## config.mk

```make
export PLATFORM = sky130hd
export DESIGN_NAME = cfg_cache_mgr
export DESIGN_NICKNAME = d
export VERILOG_FILES = /design/src/rtl/ccm_pkg.sv /design/src/rtl/ccm_slot_table.sv /design/src/rtl/ccm_serializer.sv /design/src/rtl/ccm_seq.sv /design/src/rtl/cfg_cache_mgr.sv
export SDC_FILE = /design/constraint.sdc
export NUM_CORES = 1
export LEC_CHECK = 0
export BUFFER_PORTS_ARGS = -buffer_cell sky130_fd_sc_hd__buf_4
export CAP_MARGIN = 25
export CORE_AREA = 2 2 103 105
export DETAILED_ROUTE_END_ITERATION = 10
export DIE_AREA = 0 0 105 107
export PLACE_DENSITY = 0.88
export SYNTH_ARGS = -nofsm -noshare
export SYNTH_HDL_FRONTEND = slang
export SYNTH_SLANG_ARGS = --single-unit
```

## constraint.sdc

```tcl
create_clock -name clk -period 1.9 [get_ports clk]
set_input_delay 0.095 -clock clk [delete_from_list [all_inputs] [get_ports clk]]
set_output_delay 0.095 -clock clk [all_outputs]
set_load 0.05 [all_outputs]
```

## src/rtl/ccm_pkg.sv

```systemverilog
package ccm_pkg;
    typedef enum logic [3:0] {
        ST_IDLE,
        ST_PROG,
        ST_INIT,
        ST_FETCH,
        ST_CAPT,
        ST_SHIFT,
        ST_WDONE,
        ST_LOADED,
        ST_FATAL
    } seq_state_e;

    localparam logic SRC_CACHE = 1'b0;
    localparam logic SRC_FLASH = 1'b1;
endpackage

```

## src/rtl/ccm_slot_table.sv

```systemverilog
module ccm_slot_table #(
    parameter int SLOTS  = 3,
    parameter int ADDR_W = 12,
    parameter int SLOT_W = 2
) (
    input  logic              clk,
    input  logic              rst_n,
    input  logic              wr_en,
    input  logic [SLOT_W-1:0] wr_slot,
    input  logic [ADDR_W-1:0] wr_addr,
    input  logic [SLOT_W-1:0] rd_slot,
    output logic [ADDR_W-1:0] rd_addr,
    output logic              rd_valid
);
    logic [ADDR_W-1:0] slot_base [SLOTS];

    for (genvar g = 0; g < SLOTS; g++) begin : g_slot
        logic [ADDR_W-1:0] base_d, base_q;

        always_comb begin
            base_d = base_q;
            if (wr_en && (wr_slot == SLOT_W'(g))) base_d = wr_addr;
        end

        always_ff @(posedge clk or negedge rst_n) begin
            if (!rst_n) base_q <= '0;
            else        base_q <= base_d;
        end

        assign slot_base[g] = base_q;
    end

    always_comb begin
        rd_addr  = '0;
        rd_valid = 1'b0;
        for (int i = 0; i < SLOTS; i++) begin
            if (rd_slot == SLOT_W'(i)) begin
                rd_addr  = slot_base[i];
                rd_valid = 1'b1;
            end
        end
    end
endmodule

```

## src/rtl/ccm_serializer.sv

```systemverilog
module ccm_serializer #(
    parameter int W = 8
) (
    input  logic         clk,
    input  logic         rst_n,
    input  logic         load,
    input  logic [W-1:0] byte_in,
    input  logic         abort,
    output logic         sclk,
    output logic         sdat,
    output logic         last
);
    localparam int BC_W = (W > 1) ? $clog2(W) : 1;

    typedef struct packed {
        logic [W-1:0]    sreg;
        logic            phase;
        logic [BC_W-1:0] bcnt;
        logic            act;
    } ser_t;

    ser_t q, d;

    always_comb begin
        d    = q;
        last = q.act && q.phase && (q.bcnt == BC_W'(W - 1));
        if (abort) begin
            d.act = 1'b0;
        end else if (load) begin
            d.sreg  = byte_in;
            d.phase = 1'b0;
            d.bcnt  = '0;
            d.act   = 1'b1;
        end else if (q.act) begin
            if (!q.phase) begin
                d.phase = 1'b1;
            end else begin
                d.phase = 1'b0;
                d.sreg  = q.sreg << 1;
                d.bcnt  = q.bcnt + 1'b1;
                if (last) d.act = 1'b0;
            end
        end
    end

    always_ff @(posedge clk or negedge rst_n) begin
        if (!rst_n) q <= '0;
        else        q <= d;
    end

    assign sclk = q.act && q.phase;
    assign sdat = q.act ? q.sreg[W-1] : 1'b0;

    // a clock high lasts exactly one cycle
    a_r5_clk_pulse: assert property (@(posedge clk) disable iff (!rst_n)
        sclk |=> !sclk);
    // data is held across the low and high half of a bit
    a_r5_dat_stable: assert property (@(posedge clk) disable iff (!rst_n)
        (q.act && !q.phase && !abort && !load) |=> $stable(sdat));
endmodule

```

## src/rtl/ccm_seq.sv

```systemverilog
module ccm_seq
    import ccm_pkg::*;
#(
    parameter int ADDR_W     = 12,
    parameter int W          = 8,
    parameter int PROG_CYC   = 4,
    parameter int WAIT_TMO   = 64,
    parameter int FLASH_BASE = 0
) (
    input  logic              clk,
    input  logic              rst_n,
    input  logic              cmd_start,
    input  logic              slot_valid,
    input  logic [ADDR_W-1:0] slot_addr,
    input  logic              err_clr,
    output logic              mem_rd,
    output logic              mem_src,
    output logic [ADDR_W-1:0] mem_addr,
    input  logic [W-1:0]      mem_rdata,
    output logic              prog_n,
    input  logic              dev_init,
    input  logic              dev_done,
    input  logic              dev_err,
    output logic              ser_load,
    output logic [W-1:0]      ser_byte,
    output logic              ser_abort,
    input  logic              ser_last,
    output logic              busy,
    output logic              loaded,
    output logic              fatal,
    output logic              err_flag
);
    localparam int LEN_W = 2 * W;
    localparam int CMAX  = (PROG_CYC > WAIT_TMO) ? PROG_CYC : WAIT_TMO;
    localparam int CNT_W = $clog2(CMAX + 1);

    typedef struct packed {
        seq_state_e        st;
        logic [CNT_W-1:0]  cnt;
        logic              fb;
        logic              err;
        logic              src;
        logic [ADDR_W-1:0] addr;
        logic [LEN_W-1:0]  len;
        logic [1:0]        hdr;
    } seq_t;

    seq_t q, d;
    logic fail;
    logic [LEN_W-1:0] len_shift;

    always_comb begin
        d         = q;
        fail      = 1'b0;
        ser_load  = 1'b0;
        ser_byte  = mem_rdata;
        len_shift = {q.len[W-1:0], mem_rdata};
        if (err_clr) d.err = 1'b0;

        case (q.st)
            ST_IDLE, ST_LOADED, ST_FATAL: begin
                if (cmd_start) begin
                    d.st  = ST_PROG;
                    d.cnt = '0;
                    d.hdr = 2'd0;
                    if (slot_valid) begin
                        d.src  = SRC_CACHE;
                        d.addr = slot_addr;
                        d.fb   = 1'b0;
                    end else begin
                        d.src  = SRC_FLASH;
                        d.addr = ADDR_W'(FLASH_BASE);
                        d.fb   = 1'b1;
                        d.err  = 1'b1;
                    end
                end
            end
            ST_PROG: begin
                if (q.cnt == CNT_W'(PROG_CYC - 1)) begin
                    d.st  = ST_INIT;
                    d.cnt = '0;
                end else begin
                    d.cnt = q.cnt + 1'b1;
                end
            end
            ST_INIT: begin
                if (dev_err)                              fail = 1'b1;
                else if (dev_init)                        d.st = ST_FETCH;
                else if (q.cnt == CNT_W'(WAIT_TMO - 1))   fail = 1'b1;
                else                                      d.cnt = q.cnt + 1'b1;
            end
            ST_FETCH: begin
                if (dev_err) fail = 1'b1;
                else begin
                    d.st   = ST_CAPT;
                    d.addr = q.addr + 1'b1;
                end
            end
            ST_CAPT: begin
                if (dev_err) begin
                    fail = 1'b1;
                end else if (q.hdr != 2'd2) begin
                    d.len = len_shift;
                    d.hdr = q.hdr + 1'b1;
                    if (q.hdr == 2'd1 && len_shift == '0) begin
                        d.st  = ST_WDONE;
                        d.cnt = '0;
                    end else begin
                        d.st = ST_FETCH;
                    end
                end else begin
                    ser_load = 1'b1;
                    d.st     = ST_SHIFT;
                end
            end
            ST_SHIFT: begin
                if (dev_err) begin
                    fail = 1'b1;
                end else if (ser_last) begin
                    d.len = q.len - 1'b1;
                    if (q.len == LEN_W'(1)) begin
                        d.st  = ST_WDONE;
                        d.cnt = '0;
                    end else begin
                        d.st = ST_FETCH;
                    end
                end
            end
            ST_WDONE: begin
                if (dev_err)                              fail = 1'b1;
                else if (dev_done)                        d.st = ST_LOADED;
                else if (q.cnt == CNT_W'(WAIT_TMO - 1))   fail = 1'b1;
                else                                      d.cnt = q.cnt + 1'b1;
            end
            default: d.st = ST_IDLE;
        endcase

        if (fail) begin
            if (!q.fb) begin
                d.fb   = 1'b1;
                d.src  = SRC_FLASH;
                d.addr = ADDR_W'(FLASH_BASE);
                d.err  = 1'b1;
                d.st   = ST_PROG;
                d.cnt  = '0;
                d.hdr  = 2'd0;
            end else begin
                d.st = ST_FATAL;
            end
        end
        ser_abort = fail;
    end

    always_ff @(posedge clk or negedge rst_n) begin
        if (!rst_n) begin
            q     <= '0;
            q.st  <= ST_IDLE;
        end else begin
            q <= d;
        end
    end

    assign prog_n   = (q.st != ST_PROG);
    assign mem_rd   = (q.st == ST_FETCH);
    assign mem_src  = q.src;
    assign mem_addr = q.addr;
    assign busy     = q.st inside {ST_PROG, ST_INIT, ST_FETCH, ST_CAPT, ST_SHIFT, ST_WDONE};
    assign loaded   = (q.st == ST_LOADED);
    assign fatal    = (q.st == ST_FATAL);
    assign err_flag = q.err;

    // each read strobe lasts one cycle
    a_r6_rd_single: assert property (@(posedge clk) disable iff (!rst_n)
        mem_rd |=> !mem_rd);
    // the next read address follows the previous one
    a_r6_addr_step: assert property (@(posedge clk) disable iff (!rst_n)
        (mem_rd && !dev_err) |=> (mem_addr == $past(mem_addr) + 1'b1));
    // the flag holds unless cleared
    a_r11_err_hold: assert property (@(posedge clk) disable iff (!rst_n)
        (err_flag && !err_clr) |=> err_flag);
    // the fatal state is entered only from an active load
    a_r10_fatal_from_busy: assert property (@(posedge clk) disable iff (!rst_n)
        $rose(fatal) |-> $past(busy));
    // status outputs are mutually exclusive
    a_r13_status_excl: assert property (@(posedge clk) disable iff (!rst_n)
        $onehot0({busy, loaded, fatal}));
endmodule

```

## src/rtl/cfg_cache_mgr.sv

```systemverilog
module cfg_cache_mgr #(
    parameter int SLOTS      = 3,
    parameter int ADDR_W     = 12,
    parameter int WORD_W     = 8,
    parameter int PROG_CYC   = 4,
    parameter int WAIT_TMO   = 64,
    parameter int FLASH_BASE = 0
) (
    input  logic                              clk,
    input  logic                              rst_n,
    input  logic                              tbl_we,
    input  logic [$clog2(SLOTS+1)-1:0]        tbl_slot,
    input  logic [ADDR_W-1:0]                 tbl_addr,
    input  logic                              cmd_start,
    input  logic [$clog2(SLOTS+1)-1:0]        cmd_slot,
    input  logic                              err_clr,
    output logic                              mem_rd,
    output logic                              mem_src,
    output logic [ADDR_W-1:0]                 mem_addr,
    input  logic [WORD_W-1:0]                 mem_rdata,
    output logic                              cfg_prog_n,
    output logic                              cfg_cclk,
    output logic                              cfg_din,
    input  logic                              cfg_init,
    input  logic                              cfg_done,
    input  logic                              cfg_err,
    output logic                              busy,
    output logic                              loaded,
    output logic                              fatal,
    output logic                              err_flag
);
    localparam int SLOT_W = $clog2(SLOTS + 1);

    logic [ADDR_W-1:0] slot_addr;
    logic              slot_valid;
    logic              ser_load, ser_abort, ser_last;
    logic [WORD_W-1:0] ser_byte;

    ccm_slot_table #(.SLOTS(SLOTS), .ADDR_W(ADDR_W), .SLOT_W(SLOT_W)) u_table (
        .clk(clk), .rst_n(rst_n),
        .wr_en(tbl_we), .wr_slot(tbl_slot), .wr_addr(tbl_addr),
        .rd_slot(cmd_slot), .rd_addr(slot_addr), .rd_valid(slot_valid)
    );

    ccm_seq #(.ADDR_W(ADDR_W), .W(WORD_W), .PROG_CYC(PROG_CYC),
              .WAIT_TMO(WAIT_TMO), .FLASH_BASE(FLASH_BASE)) u_seq (
        .clk(clk), .rst_n(rst_n),
        .cmd_start(cmd_start), .slot_valid(slot_valid), .slot_addr(slot_addr),
        .err_clr(err_clr),
        .mem_rd(mem_rd), .mem_src(mem_src), .mem_addr(mem_addr), .mem_rdata(mem_rdata),
        .prog_n(cfg_prog_n), .dev_init(cfg_init), .dev_done(cfg_done), .dev_err(cfg_err),
        .ser_load(ser_load), .ser_byte(ser_byte), .ser_abort(ser_abort), .ser_last(ser_last),
        .busy(busy), .loaded(loaded), .fatal(fatal), .err_flag(err_flag)
    );

    ccm_serializer #(.W(WORD_W)) u_ser (
        .clk(clk), .rst_n(rst_n),
        .load(ser_load), .byte_in(ser_byte), .abort(ser_abort),
        .sclk(cfg_cclk), .sdat(cfg_din), .last(ser_last)
    );

    // no configuration clock outside an active load
    a_r5_clk_busy: assert property (@(posedge clk) disable iff (!rst_n)
        cfg_cclk |-> busy);
    // a program pulse only starts while a load is under way
    a_r3_prog_busy: assert property (@(posedge clk) disable iff (!rst_n)
        $fell(cfg_prog_n) |-> busy);
endmodule

```

Word-level counts from Yosys, hierarchy flattened. Index checks and enable logic that the tools add are counted.

Logic and storage cells: 139. Output and inout bits: 21. Register bits: 93. Input port bits: 32.

Eq/ne operators: 33. Add/subtract/negate cells: 5. Reduce and logical (&&, ||, !) cells: 20. Mux-type cells: 65. Bitwise operators: 1.

Operators with widths (number): 2-to-1 mux 11 bit (5); 2-to-1 mux 26 bit (2); 2-to-1 mux 7 bit (7); 2-to-1 mux 12 bit (4); one-hot mux 7 bit (6 select lines) (1); 2-to-1 mux 13 bit (3); 2-to-1 mux 18 bit (2); 2-to-1 mux 16 bit (2); one-hot mux 16 bit (2 select lines) (1); 2-to-1 mux 4 bit (7); one-hot mux 4 bit (7 select lines) (1); inequality test 3 bit, second input constant (8); one-hot mux 12 bit (2 select lines) (1); 2-to-1 mux 22 bit (1); 2-to-1 mux 1 bit (19); == test 16 x 1 -> 1 bit, second input constant (1); == test 4 x 3 -> 1 bit, second input constant (4); logical NOT 16 bit (1); subtractor 16 x 1 -> 16 bit, second input constant (1); adder 12 x 1 -> 12 bit, second input constant (1); AND reduction 10 bit (1); 2-to-1 mux 3 bit (3); == test 4 x 2 -> 1 bit, second input constant (2); 2-to-1 mux 8 bit (1); 27 further kinds (45).

Longest topological paths before layout. Gate-level depths: netlist of run 1.

Depth in word-level cells: 9. Depth in mapped cells: 9. Mapped depth without buffers: 8.

Modules after synthesis. Synthesis of run 1 repeated with hierarchy kept, for this count alone.

Cell total of the unflattened synthesis: 603. Area, all modules: 5723.0 µm².

Modules (own cells, without submodules): ccm_seq (area an instance 3423.3 µm², sequential area each 1101.1 µm², cells each 435, times used 1); ccm_slot_table (area an instance 1612.8 µm², sequential area each 900.9 µm², cells each 108, times used 1); ccm_serializer (area an instance 686.9 µm², sequential area each 325.3 µm², cells each 60, times used 1).

Worst setup path after synthesis of run 1. No wires, ideal clock.

Path type: flip-flop to flip-flop. Start point: register u_seq.q[33] (netlist name). End point: register u_seq.q[40] (netlist name). Buffers on the path: 0. Data arrival time: 1936 ps. Cell stages (with the launch flop): 7. Slack: -154 ps. Period minus slack after synthesis: 2054 ps. Data required time: 1782 ps. Setup time: 118 ps. Cells stage by stage: dfrtp_1 -> ha_1 -> nor4b_4 -> a21oi_2 -> a2111o_1 -> or3_1 -> a21o_1.

Cells in the longest elaborated chain, start to end: 7. Elaborated cells between the ends (all ways): 20. Classes of those cells: eq/ne: 12; mux: 7; reduce/logical: 1.

Ends and longest elaborated chain: from (decl) (RTL line ccm_seq.sv:48) `seq_t q, d;`; == test 7 x 6 -> 1 bit (RTL line ccm_seq.sv:89, ccm_seq.sv:132); 2-to-1 mux 1 bit (RTL line ccm_seq.sv:89, ccm_seq.sv:132); 2-to-1 mux 1 bit (on tied branches) (RTL line ccm_seq.sv:131, ccm_seq.sv:88); 2-to-1 mux 1 bit (on tied branches) (RTL line ccm_seq.sv:130, ccm_seq.sv:87); one-hot mux 1 bit (3 select lines) (RTL line ccm_seq.sv:60) `case (q.st)`; inequality test 3 x 2 -> 1 bit (no line) or inequality test 3 bit (tied branches); AND reduction 10 bit (no line).

Several ways; a longest one is shown, not always the timed one. A chain may end at the register's enable or synchronous reset.

Worst setup path in the final report of run 1.
Start point: register u_seq.q[41] (netlist name). End point: register u_ser.q[4] (netlist name).

Cells in the longest elaborated chain, start to end: 5. Elaborated cells between the ends (all ways): 12. Classes of those cells: eq/ne: 5; mux: 3; bitwise: 1; reduce/logical: 3.

Ends and longest elaborated chain: == test 4 x 2 -> 1 bit or == test 4 x 3 -> 1 bit (tied branches) (RTL line ccm_seq.sv:60); OR reduction 3 bit (no line); one-hot mux 1 bit (3 select lines) (RTL line ccm_seq.sv:60); NOT 1 bit (no line); AND reduction 2 bit (no line); to (signal assigned) (RTL line ccm_serializer.sv:47) `if (!rst_n) q <= '0;`; to (signal assigned) (RTL line ccm_serializer.sv:48) `else q <= d;`; to (decl) (RTL line ccm_serializer.sv:22) `ser_t q, d;`.

Several ways; a longest one is shown, not always the timed one.

==> results_dict.tcl, run 1 <==
set metrics [dict create \
    outcome "finished, violations left" \
    violations "setup timing" \
    hold_viol_final 0 \
    ios 53 \
    p_leak_nw 3.33 \
    synth-warning-count 0 \
    diodes 0 \
    die_area_sq_um 11200 \
    grt_max_degree 42 \
    vias 5805 \
    routed_via_density 6.63 \
    synth_edf_count 0 \
    grt_first_pass_wirelength_um 25400 \
    post_drt_wl_per_cell_um 21.5 \
    pwr-share-clk_pct 12.7 \
    cts_buffer_depth 2 \
    cp.required_ps 2150 \
    pwr_density_cell_nw_per_um2 1420 \
    syn_to_final_growth_pct 40.3 \
    row_count 37 \
    cp-startpoint "u_seq.q[41]" \
    hpwl_um 10200 \
    async_reset_ff_share_pct 100 \
    yosys_register_bits 93 \
    cts_made_buffers 9 \
    worstMarginPinSlew_ps 682 \
    setup.worst_path.end "u_ser.q[4]" \
    rsz0062_at_grt "true" \
    seqPwrFrac_pct 29.3 \
    setup.worst_path.start_class "register" \
    cp.arrival_ps 2370 \
    tritoncts "yes" \
    grtUsageTotal_pct 28.3 \
    instances_no_fill 875 \
    swShare_pct 45.7 \
    maxSlewViolCount 0 \
    dpl_worst_slack_ps -208 \
    drt-total-wl_um 18800 \
    nFillCells 577 \
    clkTransAtPathRegs_ps 100 \
    placed_cells 815 \
    worstReg2RegEnd "u_ser.q[4]" \
    initial_core_util_pct 53.4 \
    htreeDepth 3 \
    drive_above_1_share_pct 40.7 \
    layout_min_cycle_time_ps 2120 \
    final-setup-viol-count 43 \
    period_share_pct 112 \
    final_antenna_net_count 0 \
    dieWidth_um 105 \
    coreArea_sq_um 10100 \
    r2r_setup_slack_ps -220 \
    syn_inst 585 \
    syn_area_per_cell_sq_um 9.21 \
    synth_top_cell_by_area "dfrtp_1" \
    grt_overflow 0 \
    synth_area_leaders "dfrtp_1 43%, mux2_2 7.5%, o21ai_0 5.8%" \
    syn_nets 627 \
    critPathCaptureType "register" \
    ff2ff_path_depth 8 \
    synth.most_common_cell "dfrtp_1" \
    synthTopCellsByCount "93 x dfrtp_1, 62 x o21ai_0, 55 x nor2_1, 50 x nand2_1" \
    grt_pass1_vias 5190 \
    yosysTopAreaCellShare_pct 43.2 \
    grt_antenna_before_repair 0 \
    synth_cell_types 59 \
    ys.flop_type "dfrtp_1" \
    multiInputGateArea_sq_um 3160 \
    power_switching_mw 4.91 \
    clock_skew_ps 19.9 \
    syn_area_sq_um 5390 \
    io_buffers 52 \
    hp-class "primary input to register" \
    max_cap_violations 0 \
    insertion_delay_ps 400 \
    yosysSeqAreaShare_pct 43.2 \
    cts.sinks 93 \
    hold_path_depth 3 \
    crit_type "register to register" \
    route.detailed.drc 0 \
    internal-power_mw 5.83 \
    slew_headroom_pct 54.4 \
    cts-root-buf "clkbuf_8" \
    hp-start "mem_rdata[7]" \
    gp_congestion 0.899 \
    vdd_ir_drop_max_v 0.000949 \
    hold_ws_ps 29.6 \
    seq_area_sq_um 2330 \
    fin_ws_ps -222 \
    nets 776 \
    path_max_fanout 6 \
    drtPass1Iterations 10 \
    r2r_start "u_seq.q[41]" \
    p_comb_share_pct 58.0 \
    fmax_mhz 471 \
    drt_iter0_markers 789 \
    die_y_um 107 \
]
power by group through the flow:
stage	clock, mW	sequential [mW]	combinational (mW)
CTS	1.32	3.03	5.09
floorplan	0	2.98	2.98
global route	1.43	3.18	6.53
finish	1.36	3.14	6.23
detailed placement	0	3.07	4.76
global placement	0	3.01	4.56
layout by cell type (no fill, tap or decap), types with 7 or more instances in the layout:
| cell | synthesis | routed |
|---|---|---|
| buf_12 | 0 | 8 |
| nand2_1 | 50 | 46 |
| dlygate4sd3_1 | 0 | 18 |
| clkbuf_8 | 0 | 9 |
| mux2i_1 | 17 | 17 |
| inv_1 | 15 | 13 |
| buf_6 | 2 | 11 |
| dfrtp_1 | 93 | 89 |
| o21ai_0 | 62 | 45 |
| buf_4 | 12 | 145 |
| nor2_2 | 0 | 13 |
| mux2_2 | 36 | 36 |
| o21ai_1 | 0 | 17 |
| a31oi_1 | 11 | 10 |
| ha_1 | 10 | 9 |
| a21oi_1 | 36 | 33 |
| nor3_1 | 23 | 15 |
| nor3_2 | 0 | 7 |
| nand3_1 | 15 | 12 |
| nor2_1 | 55 | 40 |
metal layers:
| layer | GRT usage (%) | wire length, um | up-vias |
|---|---|---|---|
| met5 | 0 | 0 | - |
| met4 | 12.2 | 1160 | 0 |
| met3 | 4.13 | 1700 | 136 |
| met2 | 48.8 | 9080 | 479 |
| met1 | 35.6 | 6860 | 2775 |
| li1 | - | - | 2415 |
cells by family (layout without fill, tap and decap cells):
| group | Yosys count | count (layout) | share of synthesized area [%] |
|---|---|---|---|
| multiplexers | 53 | 53 | 10.7 |
| buffers and inverters | 63 | 217 | 5.85 |
| AO/OA/AOI/OAI | 159 | 159 | 18.4 |
| AND/OR/NAND/NOR | 207 | 207 | 19.5 |
| flip-flops | 93 | 93 | 43.2 |
| adder cells (fa/ha/maj) | 10 | 10 | 2.32 |
stage by stage:
step	total power, mW	utilization [%]	setup TNS [ps]	area, sq um
after floorplan	5.96	-	-332	5390
after global placement	7.58	64.0	-415	6460
after detailed placement	7.83	64.0	-2320	6460
after CTS	9.45	69.2	-388	6980
after global routing	11.1	74.9	-5440	7560
final	10.7	74.9	-3490	7560
critical path, stage by stage (launching register included):
cell	delay, ps
dfrtp_2	480
buf_6	150
and4bb_2	230
mux2i_1	120
a21o_1	240
and2_1	210
buf_4	160
o21ai_0	230
o21ai_0	150
layout make-up:
class | instances | share of cell area (%)
Clock buffer | 9 | 1.64
Multi-Input combinational cell | 429 | 41.9
Tap cell | 136 | 2.25
Clock inverter | 7 | 0.844
Sequential cell | 93 | 30.9
Timing Repair Buffer | 186 | 21.7
Inverter | 15 | 0.795
flip-flops by register name, indices dropped and copies added, names as in the netlist:
name and count:
u_table.g_slot.base_q 36, u_ser.q 13, u_seq.q 22, u_seq.mem_addr 12, u_seq.len_shift 8, u_seq.err_flag 1, u_seq.mem_src 1
worst min path at each step:
stage / endpoint
after floorplan: u_seq.err_flag
after global placement: u_seq.len_shift[11]
after detailed placement: u_seq.len_shift[11]
after CTS: u_ser.q[11]
after global routing: u_ser.q[12]
final: u_ser.q[12]
what timing repair did:
action,CTS,global route
setup endpoints to repair,52,59
buffers inserted,9,15
hold buffers,18,0
hold endpoints to repair,134,0
resized for setup,20,104
gates cloned,0,3
pin swaps,9,14
Power figures use the tool's default switching activity.
==> run 2, diff against run 1 <==
- CORE_AREA: 2 2 103 105 -> 2 2 120 122
- DIE_AREA: 0 0 105 107 -> 0 0 122 124
- PLACE_DENSITY: 0.88 -> 0.71
==> run 2 against run 1 <==
Compared with the run above:
- the run still ends with setup timing left
- via count fell by 13%
- cell area fell by 1.1%
- fmax rose by 7.0%
- final cell count rose by 3.9%
- die area rose by 35%
- sequential power fell by 2%
- clock power rose by 36%
- first-iteration DRC count fell by 55%
- utilization fell by 20 points
- combinational power fell by 10%
- sequential cell count did not move
- count of clock-buffer cells in the layout did not move
- critical path type unchanged
==> results_dict.tcl, run 2 (synthesized netlist as in run 1, its figures left out) <==
set metrics [dict create \
    htreeDepth 3 \
    final_core_utilization_pct 54.5 \
    pwr_density_cell_nw_per_um2 1410 \
    hp-start "mem_rdata[0]" \
    use_met2_pct 33.1 \
    slew_headroom_pct 54.6 \
    most-common-layout-cells "147 x buf_4, 90 x dfrtp_1, 49 x o21ai_0" \
    clkTransAtPathRegs_ps 70 \
    use_met1_pct 25.9 \
    crit_type "register to register" \
    top_register "u_table.g_slot.base_q" \
    die_y_um 124 \
    period_share_pct 104 \
    layout_min_cycle_time_ps 1980 \
    largest_reg_flops 36 \
    cp.arrival_ps 2230 \
    syn_to_final_growth_pct 38.8 \
    fmax_mhz 504 \
    tritoncts "yes" \
    clock_skew_ps 9.22 \
    cts-root-buf "clkbuf_16" \
    worstMarginPinSlew_ps 679 \
    path_max_fanout 3 \
    cts_buffer_depth 2 \
    row_count 43 \
    hpwl_um 10400 \
    met3_usage_pct 3.57 \
    busiest_layer "met2" \
    cp.required_ps 2150 \
    max_cap_violations 0 \
    grtUsageTotal_pct 19.5 \
    grt_pass1_vias 4781 \
    min_to "u_ser.q[5]" \
    drive_above_1_share_pct 38.0 \
    ios 53 \
    fin_ws_ps -83.4 \
    drt_iter0_markers 358 \
    routed_via_density 5.55 \
    dieWidth_um 122 \
    r2r_setup_slack_ps -80 \
    hold_viol_final 0 \
    io_buffers 52 \
    nFillCells 1193 \
    coreArea_sq_um 13700 \
    drtPass1Iterations 5 \
    die_area_sq_um 15100 \
    hp-class "primary input to register" \
    critPathCaptureType "register" \
    route.detailed.drc 0 \
    final-setup-viol-count 9 \
    post_drt_wl_per_cell_um 16.3 \
    r2r_start "u_seq.q[16]" \
    top_regs "u_table.g_slot.base_q x36, u_seq.q x22, u_ser.q x13" \
    insertion_delay_ps 350 \
    hold_path_depth 2 \
    drt-total-wl_um 14800 \
    ff2ff_path_depth 6 \
    vdd_ir_drop_max_v 0.000547 \
    dpl_worst_slack_ps -107 \
    maxSlewViolCount 0 \
    final_common_cell "buf_4" \
    grt_first_pass_wirelength_um 23500 \
    grt_overflow 0 \
    grt_antenna_before_repair 0 \
    cts.sinks 93 \
    violations "setup timing" \
    rsz0062_at_grt "true" \
    outcome "finished, violations left" \
    gp_congestion 0.941 \
    nets 766 \
    worstReg2RegEnd "u_seq.q[40]" \
    diodes 0 \
    grt_max_degree 39 \
    p_leak_nw 3.29 \
    final_antenna_net_count 0 \
    vias 5048 \
    setup.worst_path.start_class "register" \
    initial_core_util_pct 39.3 \
    cts_made_buffers 9 \
]
[run 2: changes by cell type in the layout (fill, tap and decap cells not counted), moves of 5 or more]
| cell | change |
|---|---|
| nor2_4 | +5 |
| nor2_2 | -9 |
| clkbuf_16 | +8 |
| dlygate4sd3_1 | -5 |
| clkbuf_8 | -9 |
[run 2: per-layer routing]
layer	part of all wire, %	vias to the layer above	wire (um)
li1	-	2403	-
met1	45	2509	6690
met2	50	126	7430
met3	4.2	10	618
met4	0.75	0	112
met5	0	-	0
[run 2: timing repair]
item / in CTS / in global routing
resized for setup: 21 / 70
setup endpoints to repair: 48 / 52
pin swaps: 6 / 22
gates cloned: 0 / 2
hold buffers: 13 / 0
buffers inserted: 4 / 6
endpoints found under the hold margin: 62 / 0
[run 2: through the flow]
| step | area (sq um) | hold WS (ps) | power, mW | cells | TNS [ps] |
|---|---|---|---|---|---|
| after floorplan | 5390 | -201 | 5.96 | 585 | -332 |
| after global placement | 6580 | 89.3 | 7.69 | 869 | -627 |
| after detailed placement | 6580 | 95.8 | 7.86 | 869 | -1690 |
| after CTS | 7130 | 1.04 | 9.94 | 902 | -416 |
| after global routing | 7480 | 4.47 | 11.2 | 909 | -1900 |
| final | 7480 | 8.50 | 10.5 | 909 | -411 |
[run 2: how the worst max path moves through the flow]
stage | startpoint | end | slack, ps | cells past startpoint
floorplan | u_seq.q[41] | u_seq.q[34] | -90 | 6
global placement | u_seq.q[40] | u_seq.mem_src | -60 | 6
detailed placement | u_seq.q[43] | u_seq.q[40] | -110 | 6
CTS | u_seq.q[42] | u_seq.q[38] | -40 | 7
global route | u_seq.q[42] | u_seq.q[38] | -170 | 7
finish | u_seq.q[16] | u_seq.q[40] | -80 | 6
[run 2: power breakdown]
group	internal, mW	leakage, nW	total, mW	switching, mW
Combinational	2.59	1.97	5.61	3.02
Sequential	2.58	1.17	3.09	0.509
Clock	0.945	0.152	1.85	0.907
Total	6.11	3.29	10.5	4.44
[run 2: cell type report]
cell class                      instances  area, sq um  area share [%]
Clock buffer                            9          225            3.01
Clock inverter                          7         91.3            1.22
Inverter                               15         56.3           0.753
Multi-Input combinational cell        429         3060            40.9
Sequential cell                        93         2330            31.2
Tap cell                              180          225            3.01
Timing Repair Buffer                  176         1490            19.9
[run 2: worst max-delay path: stages, from the launching register on]
cell     delay (ps)
dfrtp_1         400
nor4_1          510
and3_4          320
buf_4           120
o31ai_1          60
or3_1           310
a21o_1          160
